<file path="src/rtl/ecc_scrub_pkg.sv">
package ecc_scrub_pkg;

  typedef enum logic [2:0] {
    ST_INIT,
    ST_RD,
    ST_CHK,
    ST_WB,
    ST_ACK
  } scrub_state_e;

  // Hamming check bits needed for dw data bits
  function automatic int par_bits(input int dw);
    int p;
    p = 1;
    while ((1 << p) < dw + p + 1) p++;
    return p;
  endfunction

endpackage

</file>
<file path="src/rtl/ecc_secded_enc.sv">
module ecc_secded_enc #(
  parameter int DATA_W = 8,
  localparam int P     = ecc_scrub_pkg::par_bits(DATA_W),
  localparam int N     = DATA_W + P,
  localparam int CW_W  = N + 1
) (
  input  logic [DATA_W-1:0] data_i,
  output logic [CW_W-1:0]   cw_o
);

  always_comb begin
    logic [CW_W-1:0] cw;
    logic            par;
    int              d;
    cw = '0;
    d  = 0;
    for (int i = 1; i <= N; i++) begin
      if ((i & (i - 1)) != 0) begin
        cw[i] = data_i[d];
        d++;
      end
    end
    for (int k = 0; k < P; k++) begin
      par = 1'b0;
      for (int i = 1; i <= N; i++) begin
        if (((i >> k) & 1) != 0) par = par ^ cw[i];
      end
      cw[1 << k] = par;
    end
    cw[0] = ^cw[N:1];
    cw_o  = cw;
  end

endmodule

</file>
<file path="src/rtl/ecc_secded_dec.sv">
module ecc_secded_dec #(
  parameter int DATA_W = 8,
  localparam int P     = ecc_scrub_pkg::par_bits(DATA_W),
  localparam int N     = DATA_W + P,
  localparam int CW_W  = N + 1
) (
  input  logic [CW_W-1:0]   cw_i,
  output logic [DATA_W-1:0] data_o,
  output logic [CW_W-1:0]   cw_fix_o,
  output logic              sgl_o,
  output logic              dbl_o
);

  logic [P-1:0]    syn;
  logic            ovl;
  logic [CW_W-1:0] fix;

  always_comb begin
    syn = '0;
    for (int i = 1; i <= N; i++) begin
      if (cw_i[i]) syn = syn ^ P'(i);
    end
    ovl   = ^cw_i;
    fix   = cw_i;
    sgl_o = 1'b0;
    dbl_o = 1'b0;
    if (ovl) begin
      if (syn == '0) begin
        fix[0] = ~fix[0];
        sgl_o  = 1'b1;
      end else if (int'(syn) <= N) begin
        fix[syn] = ~fix[syn];
        sgl_o    = 1'b1;
      end else begin
        dbl_o = 1'b1;  // syndrome outside codeword: multi-bit
      end
    end else if (syn != '0) begin
      dbl_o = 1'b1;
    end
    cw_fix_o = fix;
  end

  always_comb begin
    int d;
    d      = 0;
    data_o = '0;
    for (int i = 1; i <= N; i++) begin
      if ((i & (i - 1)) != 0) begin
        data_o[d] = fix[i];
        d++;
      end
    end
  end

endmodule

</file>
<file path="src/rtl/ecc_scrub_fsm.sv">
module ecc_scrub_fsm
  import ecc_scrub_pkg::*;
#(
  parameter int DEPTH  = 16,
  parameter int CW_W   = 13,
  localparam int ADDR_W = $clog2(DEPTH)
) (
  input  logic              clk_i,
  input  logic              rst_ni,
  input  logic              fg_req_i,
  input  logic              fg_we_i,
  input  logic [ADDR_W-1:0] fg_addr_i,
  input  logic              sd_req_i,
  output logic              sd_ack_o,
  input  logic              ret_valid_i,
  input  logic [ADDR_W-1:0] ret_pos_i,
  output logic              ret_we_o,
  output logic [ADDR_W-1:0] ret_pos_o,
  output logic              scr_req_o,
  output logic              scr_we_o,
  output logic [ADDR_W-1:0] scr_addr_o,
  output logic [CW_W-1:0]   scr_wdata_o,
  input  logic [CW_W-1:0]   rd_fix_i,
  input  logic              rd_sgl_i,
  input  logic              rd_dbl_i,
  output logic              pass_o,
  output logic              err_o,
  output logic [ADDR_W-1:0] err_addr_o
);

  localparam logic [ADDR_W-1:0] LAST = ADDR_W'(DEPTH - 1);

  scrub_state_e      state_q, state_d;
  logic [ADDR_W-1:0] ptr_q, start_pos;
  logic [CW_W-1:0]   fix_q;
  logic              pass_q, err_q;
  logic [ADDR_W-1:0] err_addr_q;
  logic              gnt, fg_hit, adv, save, dbl_evt;

  assign start_pos = (ret_valid_i && (int'(ret_pos_i) < DEPTH)) ? ret_pos_i : '0;

  assign scr_req_o   = ((state_q == ST_RD) && !sd_req_i) || (state_q == ST_WB);
  assign scr_we_o    = (state_q == ST_WB);
  assign scr_addr_o  = ptr_q;
  assign scr_wdata_o = fix_q;
  assign gnt         = scr_req_o && !fg_req_i;
  // host write to the word in flight makes our copy stale
  assign fg_hit      = fg_req_i && fg_we_i && (fg_addr_i == ptr_q);
  assign dbl_evt     = (state_q == ST_CHK) && rd_dbl_i && !fg_hit;

  always_comb begin
    state_d = state_q;
    adv     = 1'b0;
    save    = 1'b0;
    unique case (state_q)
      ST_INIT: state_d = ST_RD;
      ST_RD: begin
        if (sd_req_i) begin
          save    = 1'b1;
          state_d = ST_ACK;
        end else if (gnt) begin
          state_d = ST_CHK;
        end
      end
      ST_CHK: begin
        if (rd_sgl_i && !fg_hit) begin
          state_d = ST_WB;
        end else begin
          adv     = 1'b1;
          state_d = ST_RD;
        end
      end
      ST_WB: begin
        if (fg_hit || gnt) begin
          adv     = 1'b1;
          state_d = ST_RD;
        end
      end
      ST_ACK: if (!sd_req_i) state_d = ST_RD;
      default: state_d = ST_INIT;
    endcase
  end

  always_ff @(posedge clk_i or negedge rst_ni) begin
    if (!rst_ni) begin
      state_q    <= ST_INIT;
      ptr_q      <= '0;
      fix_q      <= '0;
      pass_q     <= 1'b0;
      err_q      <= 1'b0;
      err_addr_q <= '0;
    end else begin
      state_q <= state_d;
      pass_q  <= adv && (ptr_q == LAST);
      if (state_q == ST_INIT) ptr_q <= start_pos;
      else if (adv)           ptr_q <= (ptr_q == LAST) ? '0 : ptr_q + 1'b1;
      if (state_q == ST_CHK)  fix_q <= rd_fix_i;
      if (dbl_evt && !err_q) begin
        err_q      <= 1'b1;
        err_addr_q <= ptr_q;
      end
    end
  end

  assign sd_ack_o   = (state_q == ST_ACK);
  assign ret_we_o   = save;
  assign ret_pos_o  = ptr_q;
  assign pass_o     = pass_q;
  assign err_o      = err_q;
  assign err_addr_o = err_addr_q;

  a_r7_ack_quiet: assert property (@(posedge clk_i) disable iff (!rst_ni)
    sd_ack_o |-> !scr_req_o);
  a_r7_save_then_ack: assert property (@(posedge clk_i) disable iff (!rst_ni)
    $rose(sd_ack_o) |-> $past(ret_we_o));
  a_r7_save_on_req: assert property (@(posedge clk_i) disable iff (!rst_ni)
    ret_we_o |-> sd_req_i);
  a_r6_pass_single: assert property (@(posedge clk_i) disable iff (!rst_ni)
    pass_o |=> !pass_o);
  a_r5_err_sticky: assert property (@(posedge clk_i) disable iff (!rst_ni)
    err_o |=> err_o && $stable(err_addr_o));
  a_r3_yield: assert property (@(posedge clk_i) disable iff (!rst_ni)
    (state_q == ST_RD && fg_req_i && !sd_req_i) |=> state_q == ST_RD);
  a_r4_wb_needs_sgl: assert property (@(posedge clk_i) disable iff (!rst_ni)
    (state_q == ST_WB && $past(state_q) != ST_WB) |-> $past(rd_sgl_i));

endmodule

</file>
<file path="src/rtl/ecc_scrub.sv">
module ecc_scrub #(
  parameter int DATA_W  = 8,
  parameter int DEPTH   = 16,
  localparam int ADDR_W = $clog2(DEPTH),
  localparam int CW_W   = DATA_W + ecc_scrub_pkg::par_bits(DATA_W) + 1
) (
  input  logic              clk_i,
  input  logic              rst_ni,
  input  logic              fg_req_i,
  input  logic              fg_we_i,
  input  logic [ADDR_W-1:0] fg_addr_i,
  input  logic [DATA_W-1:0] fg_wdata_i,
  output logic [DATA_W-1:0] fg_rdata_o,
  output logic              mem_req_o,
  output logic              mem_we_o,
  output logic [ADDR_W-1:0] mem_addr_o,
  output logic [CW_W-1:0]   mem_wdata_o,
  input  logic [CW_W-1:0]   mem_rdata_i,
  input  logic              sd_req_i,
  output logic              sd_ack_o,
  input  logic              ret_valid_i,
  input  logic [ADDR_W-1:0] ret_pos_i,
  output logic              ret_we_o,
  output logic [ADDR_W-1:0] ret_pos_o,
  output logic              pass_o,
  output logic              err_o,
  output logic [ADDR_W-1:0] err_addr_o
);

  logic [CW_W-1:0]   fg_cw, rd_fix, scr_wdata;
  logic              rd_sgl, rd_dbl, scr_req, scr_we;
  logic [ADDR_W-1:0] scr_addr;

  ecc_secded_enc #(.DATA_W(DATA_W)) u_enc (
    .data_i (fg_wdata_i),
    .cw_o   (fg_cw)
  );

  ecc_secded_dec #(.DATA_W(DATA_W)) u_dec (
    .cw_i     (mem_rdata_i),
    .data_o   (fg_rdata_o),
    .cw_fix_o (rd_fix),
    .sgl_o    (rd_sgl),
    .dbl_o    (rd_dbl)
  );

  ecc_scrub_fsm #(.DEPTH(DEPTH), .CW_W(CW_W)) u_fsm (
    .clk_i       (clk_i),
    .rst_ni      (rst_ni),
    .fg_req_i    (fg_req_i),
    .fg_we_i     (fg_we_i),
    .fg_addr_i   (fg_addr_i),
    .sd_req_i    (sd_req_i),
    .sd_ack_o    (sd_ack_o),
    .ret_valid_i (ret_valid_i),
    .ret_pos_i   (ret_pos_i),
    .ret_we_o    (ret_we_o),
    .ret_pos_o   (ret_pos_o),
    .scr_req_o   (scr_req),
    .scr_we_o    (scr_we),
    .scr_addr_o  (scr_addr),
    .scr_wdata_o (scr_wdata),
    .rd_fix_i    (rd_fix),
    .rd_sgl_i    (rd_sgl),
    .rd_dbl_i    (rd_dbl),
    .pass_o      (pass_o),
    .err_o       (err_o),
    .err_addr_o  (err_addr_o)
  );

  // host owns the port whenever it asks
  always_comb begin
    if (fg_req_i) begin
      mem_req_o   = 1'b1;
      mem_we_o    = fg_we_i;
      mem_addr_o  = fg_addr_i;
      mem_wdata_o = fg_cw;
    end else begin
      mem_req_o   = scr_req;
      mem_we_o    = scr_we;
      mem_addr_o  = scr_addr;
      mem_wdata_o = scr_wdata;
    end
  end

  a_r3_scrub_write_clean: assert property (@(posedge clk_i) disable iff (!rst_ni)
    (mem_req_o && mem_we_o && !fg_req_i) |-> (^mem_wdata_o) == 1'b0);

endmodule

</file>
<file path="config.mk">
export PLATFORM = sky130hd
export DESIGN_NAME = ecc_scrub
export DESIGN_NICKNAME = d
export VERILOG_FILES = /design/src/rtl/ecc_scrub_pkg.sv /design/src/rtl/ecc_secded_enc.sv /design/src/rtl/ecc_secded_dec.sv /design/src/rtl/ecc_scrub_fsm.sv /design/src/rtl/ecc_scrub.sv
export SDC_FILE = /design/constraint.sdc
export NUM_CORES = 1
export LEC_CHECK = 0
export BUFFER_PORTS_ARGS = -buffer_cell sky130_fd_sc_hd__buf_2
export CAP_MARGIN = 40
export CELL_PAD_IN_SITES_DETAIL_PLACEMENT = 0
export CELL_PAD_IN_SITES_GLOBAL_PLACEMENT = 2
export CORE_MARGIN = 2
export CORE_UTILIZATION = 34
export DETAILED_ROUTE_END_ITERATION = 8
export GPL_ROUTABILITY_DRIVEN = 1
export PLACE_DENSITY = 0.95
export SLEW_MARGIN = 0
export SYNTH_ARGS = -nofsm -noshare
export SYNTH_HDL_FRONTEND = slang
export SYNTH_SLANG_ARGS = --single-unit
</file>
<file path="constraint.sdc">
create_clock -name clk_i -period 6 [get_ports clk_i]
set_input_delay 1.5 -clock clk_i [delete_from_list [all_inputs] [get_ports clk_i]]
set_output_delay 1.5 -clock clk_i [all_outputs]
set_load 0.01 [all_outputs]
</file>
==> results.json <==
{
  "global_route.usage.met2_pct": 23.0,
  "area_delta_synth_final_pct": 15.4,
  "avgViaCountPerCell": 4.91,
  "postSynthRegisterBits": 26,
  "fraction_of_layout_instances_using_a_drive_strength_above_1_pct": 35.7,
  "post-cts-setup-buffer-count": 0,
  "final_antenna_net_count": 0,
  "netlist_area_mm2": 0.00255,
  "fp.dieArea_mm2": 0.00822,
  "timing.critical_path.to_type": "primary output",
  "vias": 2096,
  "total_nets_after_synthesis": 311,
  "fp.dieH_um": 90.7,
  "finish.net_count": 365,
  "final-hold-violation-count": 0,
  "fmax_mhz": 190,
  "r2r_end": "u_fsm.ret_pos_o[2]$_DFFE_PN0P_",
  "postSynth.asyncResetShare_pct": 100,
  "cts_buffers": 3,
  "cts_repair_resize_count": 0,
  "grt-ovfl-total": 0,
  "hold_depth": 2,
  "ios": 74,
  "routedWlPerCell_um": 13.9,
  "path_class": "input pin to primary output",
  "period_utilization_pct": 87.6,
  "setup_viol": 0,
  "grt.busiest_layer": "met2",
  "portBuffers": 73,
  "crit_required_ns": 4.50,
  "placed_cells": 423,
  "synth_cell_types": 53,
  "rsz0062_at_grt": "false",
  "finalCoreUtilization_pct": 40.6,
  "final-max-slew-violation-count": 0,
  "worstSetupStartpointType": "input pin",
  "holdCritPathClass": "flip-flop to flip-flop",
  "cts_sinks": 26,
  "syn_inst": 275,
  "detailed_place_hpwl_um": 4850,
  "worstHoldEndpoint": "u_fsm.scr_wdata_o[12]$_DFFE_PN0P_",
  "worst_slew_pin_slew_ns": 0.706,
  "critical_path.reg2reg.startpoint": "u_fsm.ret_pos_o[2]$_DFFE_PN0P_",
  "worstPathMaxFanout": 7,
  "design.core.area_mm2": 0.00725,
  "holdBufCountCts": 0,
  "reg2reg_slack_ns": 3.48,
  "die-width_um": 90.7,
  "ys_dominant_reg_cell": "sky130_fd_sc_hd__dfrtp_1",
  "detail_route.drc_violations": 0,
  "row_count": 31,
  "fill_cell_instance_count_of_the_final_layout": 745,
  "number_of_standard_cells_in_the_layout_taps_in_and_fillers_out": 427,
  "drt-total-wl_um": 5930,
  "initialDrtViolationCount": 86,
  "start_util_pct": 35.2,
  "place.gp.congestion": 0.887,
  "count_of_flip_flops_with_a_built_in_enable_after_synthesis": 0,
  "p_leak_nw": 1.29,
  "grt.total_usage_pct": 14.6,
  "antenna-diode-count": 0,
  "drv_cap": 0,
  "irDropWorstVdd_mv": 0.0990,
  "first_global_vias": 1976,
  "htreeDepth": 1,
  "global_route_wire_length_before_repair_um": 10000,
  "finalCriticalPeriod_ns": 5.26,
  "fin_worst_skew_ns": 0.00410,
  "ys_warn_count": 0,
  "number_of_antenna_violations_at_the_first_check_in_global_routing": 0,
  "clock_tree.root_cell": "sky130_fd_sc_hd__clkbuf_8",
  "power_density_mw_per_mm2": 362,
  "gr-usage-met1_pct": 21.8,
  "critical_path_arrival_ns": 3.76,
  "min-delay-start": "u_fsm.scr_wdata_o[12]$_DFFE_PN0P_",
  "cts.clk_slew.worst_paths_ns": 0.08,
  "clock_tree_from_tritoncts": "done",
  "drt_pre_antenna_iters": 4,
  "cell_depth_of_the_worst_flop_to_flop_path": 7,
  "run_status": "completed",
  "synth.avg_cell_area_um2": 9.29,
  "share_of_the_yosys_chip_area_belonging_to_registers_pct": 25.5,
  "clockBufferDepth": 2,
  "relSlewSlack_pct": 52.8,
  "setup-tns-final_ns": 0,
  "grt_util_met3_pct": 1.67,
  "grt_max_degree": 27,
  "worstSkewPairLatency_ns": 0.26
}
[cells in the mapped netlist, types with 2 or more instances]
library cell,count,area [um2]
sky130_fd_sc_hd__xnor2_1,29,254
sky130_fd_sc_hd__dfrtp_1,26,651
sky130_fd_sc_hd__nand2_1,23,86.3
sky130_fd_sc_hd__mux2_2,22,248
sky130_fd_sc_hd__o21ai_0,20,100
sky130_fd_sc_hd__a21oi_1,14,70.1
sky130_fd_sc_hd__nor2_1,14,52.6
sky130_fd_sc_hd__buf_4,12,90.1
sky130_fd_sc_hd__clkbuf_1,10,37.5
sky130_fd_sc_hd__nor3_1,10,50.1
sky130_fd_sc_hd__nand3_1,9,45.0
sky130_fd_sc_hd__a31oi_1,6,37.5
sky130_fd_sc_hd__o31ai_1,6,45.0
sky130_fd_sc_hd__o21a_1,5,37.5
sky130_fd_sc_hd__nand2b_1,4,25.0
sky130_fd_sc_hd__xnor2_2,4,65.1
sky130_fd_sc_hd__a21o_1,3,22.5
sky130_fd_sc_hd__and2_1,3,18.8
sky130_fd_sc_hd__inv_1,3,11.3
sky130_fd_sc_hd__mux2i_1,3,30.0
sky130_fd_sc_hd__or3_1,3,18.8
sky130_fd_sc_hd__xnor3_1,3,67.6
sky130_fd_sc_hd__xor2_1,3,26.3
sky130_fd_sc_hd__and3_1,2,12.5
sky130_fd_sc_hd__buf_6,2,22.5
sky130_fd_sc_hd__nand3b_1,2,15.0
sky130_fd_sc_hd__nor3b_1,2,15.0
sky130_fd_sc_hd__o211ai_1,2,15.0
sky130_fd_sc_hd__o221ai_1,2,17.5
sky130_fd_sc_hd__o31a_1,2,17.5
sky130_fd_sc_hd__or2_2,2,12.5
sky130_fd_sc_hd__xnor3_2,2,47.6
sky130_fd_sc_hd__xor3_1,2,47.6
[metrics by stage]
step	setup slack (ns)	area [um2]	hold WS (ns)	power (W)
after detailed placement	0.745	2890	0.474	0.000965
final	0.743	2950	0.488	0.00107
after CTS	0.739	2950	0.495	0.00108
after global placement	0.763	2890	0.461	0.000955
after global routing	0.642	2950	0.519	0.00117
after floorplan	1.00	2550	0.442	0.000793
[cell usage in the layout, fill, tap and decap left out, types with 9 or more instances in the layout]
cell	n
sky130_fd_sc_hd__a21oi_1	14
sky130_fd_sc_hd__buf_2	73
sky130_fd_sc_hd__dfrtp_1	26
sky130_fd_sc_hd__mux2_2	22
sky130_fd_sc_hd__nand2_1	23
sky130_fd_sc_hd__nand3_1	9
sky130_fd_sc_hd__nor2_1	14
sky130_fd_sc_hd__nor3_1	10
sky130_fd_sc_hd__o21ai_0	20
sky130_fd_sc_hd__xnor2_1	29
[power by group]
group / leakage [nW] / internal [W] / switching [W] / total [W]
clock network: 0.0288 / 0.0000585 / 0.0000499 / 0.000108
logic: 0.937 / 0.000287 / 0.000335 / 0.000621
registers: 0.319 / 0.000255 / 0.0000826 / 0.000338
total: 1.29 / 0.000600 / 0.000467 / 0.00107
[worst max-delay path, stage by stage]
cell and delay [ns]:
sky130_fd_sc_hd__buf_2 0.16, sky130_fd_sc_hd__xor3_2 0.50, sky130_fd_sc_hd__xnor2_2 0.18, sky130_fd_sc_hd__xnor3_2 0.43, sky130_fd_sc_hd__nand3_1 0.19, sky130_fd_sc_hd__or2_2 0.36, sky130_fd_sc_hd__mux2_2 0.29, sky130_fd_sc_hd__buf_2 0.14
[routing by layer]
metal  vias up  part of all wire [%]
met1       956                    50
li1       1083                     -
met3         2                   5.0
met2        55                    44
met4         0                  0.59
met5         -                     0
[state kept, by name (all words and copies together), names as in the netlist]
register	count
u_fsm.err_o	1
u_fsm.pass_o	1
u_fsm.ret_pos_o	4
u_fsm.scr_wdata_o	13
u_fsm.state_q	3
u_fsm.err_addr_o	4
[area by class of cell]
type	count	area [um2]	share of cell area, %
Timing Repair Buffer	73	365	12.4
Clock buffer	4	55.1	1.87
Tap cell	99	124	4.20
Inverter	3	11.3	0.382
Multi-Input combinational cell	222	1740	59.1
Sequential cell	26	651	22.1
[cells by family (layout without fill, tap and decap cells)]
| family | after synthesis | in the layout | share of synthesized area, % |
|---|---|---|---|
| simple gates | 82 | 82 | 16.9 |
| compound gates | 66 | 66 | 16.3 |
| xor+xnor | 46 | 46 | 22.6 |
| mux | 27 | 27 | 11.9 |
| buf+inv | 27 | 80 | 6.32 |
| flops | 26 | 26 | 25.5 |
| fa+ha+maj | 1 | 1 | 0.490 |
[worst max path at each step]
| stage | from | end | slack, ns |
|---|---|---|---|
| detailed placement | mem_rdata_i[9] | fg_rdata_o[5] | 0.75 |
| finish | mem_rdata_i[9] | fg_rdata_o[5] | 0.74 |
| global placement | mem_rdata_i[9] | fg_rdata_o[5] | 0.76 |
| floorplan | mem_rdata_i[9] | fg_rdata_o[5] | 1.00 |
| CTS | mem_rdata_i[9] | fg_rdata_o[5] | 0.74 |
| global route | mem_rdata_i[9] | fg_rdata_o[5] | 0.64 |
Note: power is estimated with default switching activity, not from simulation.
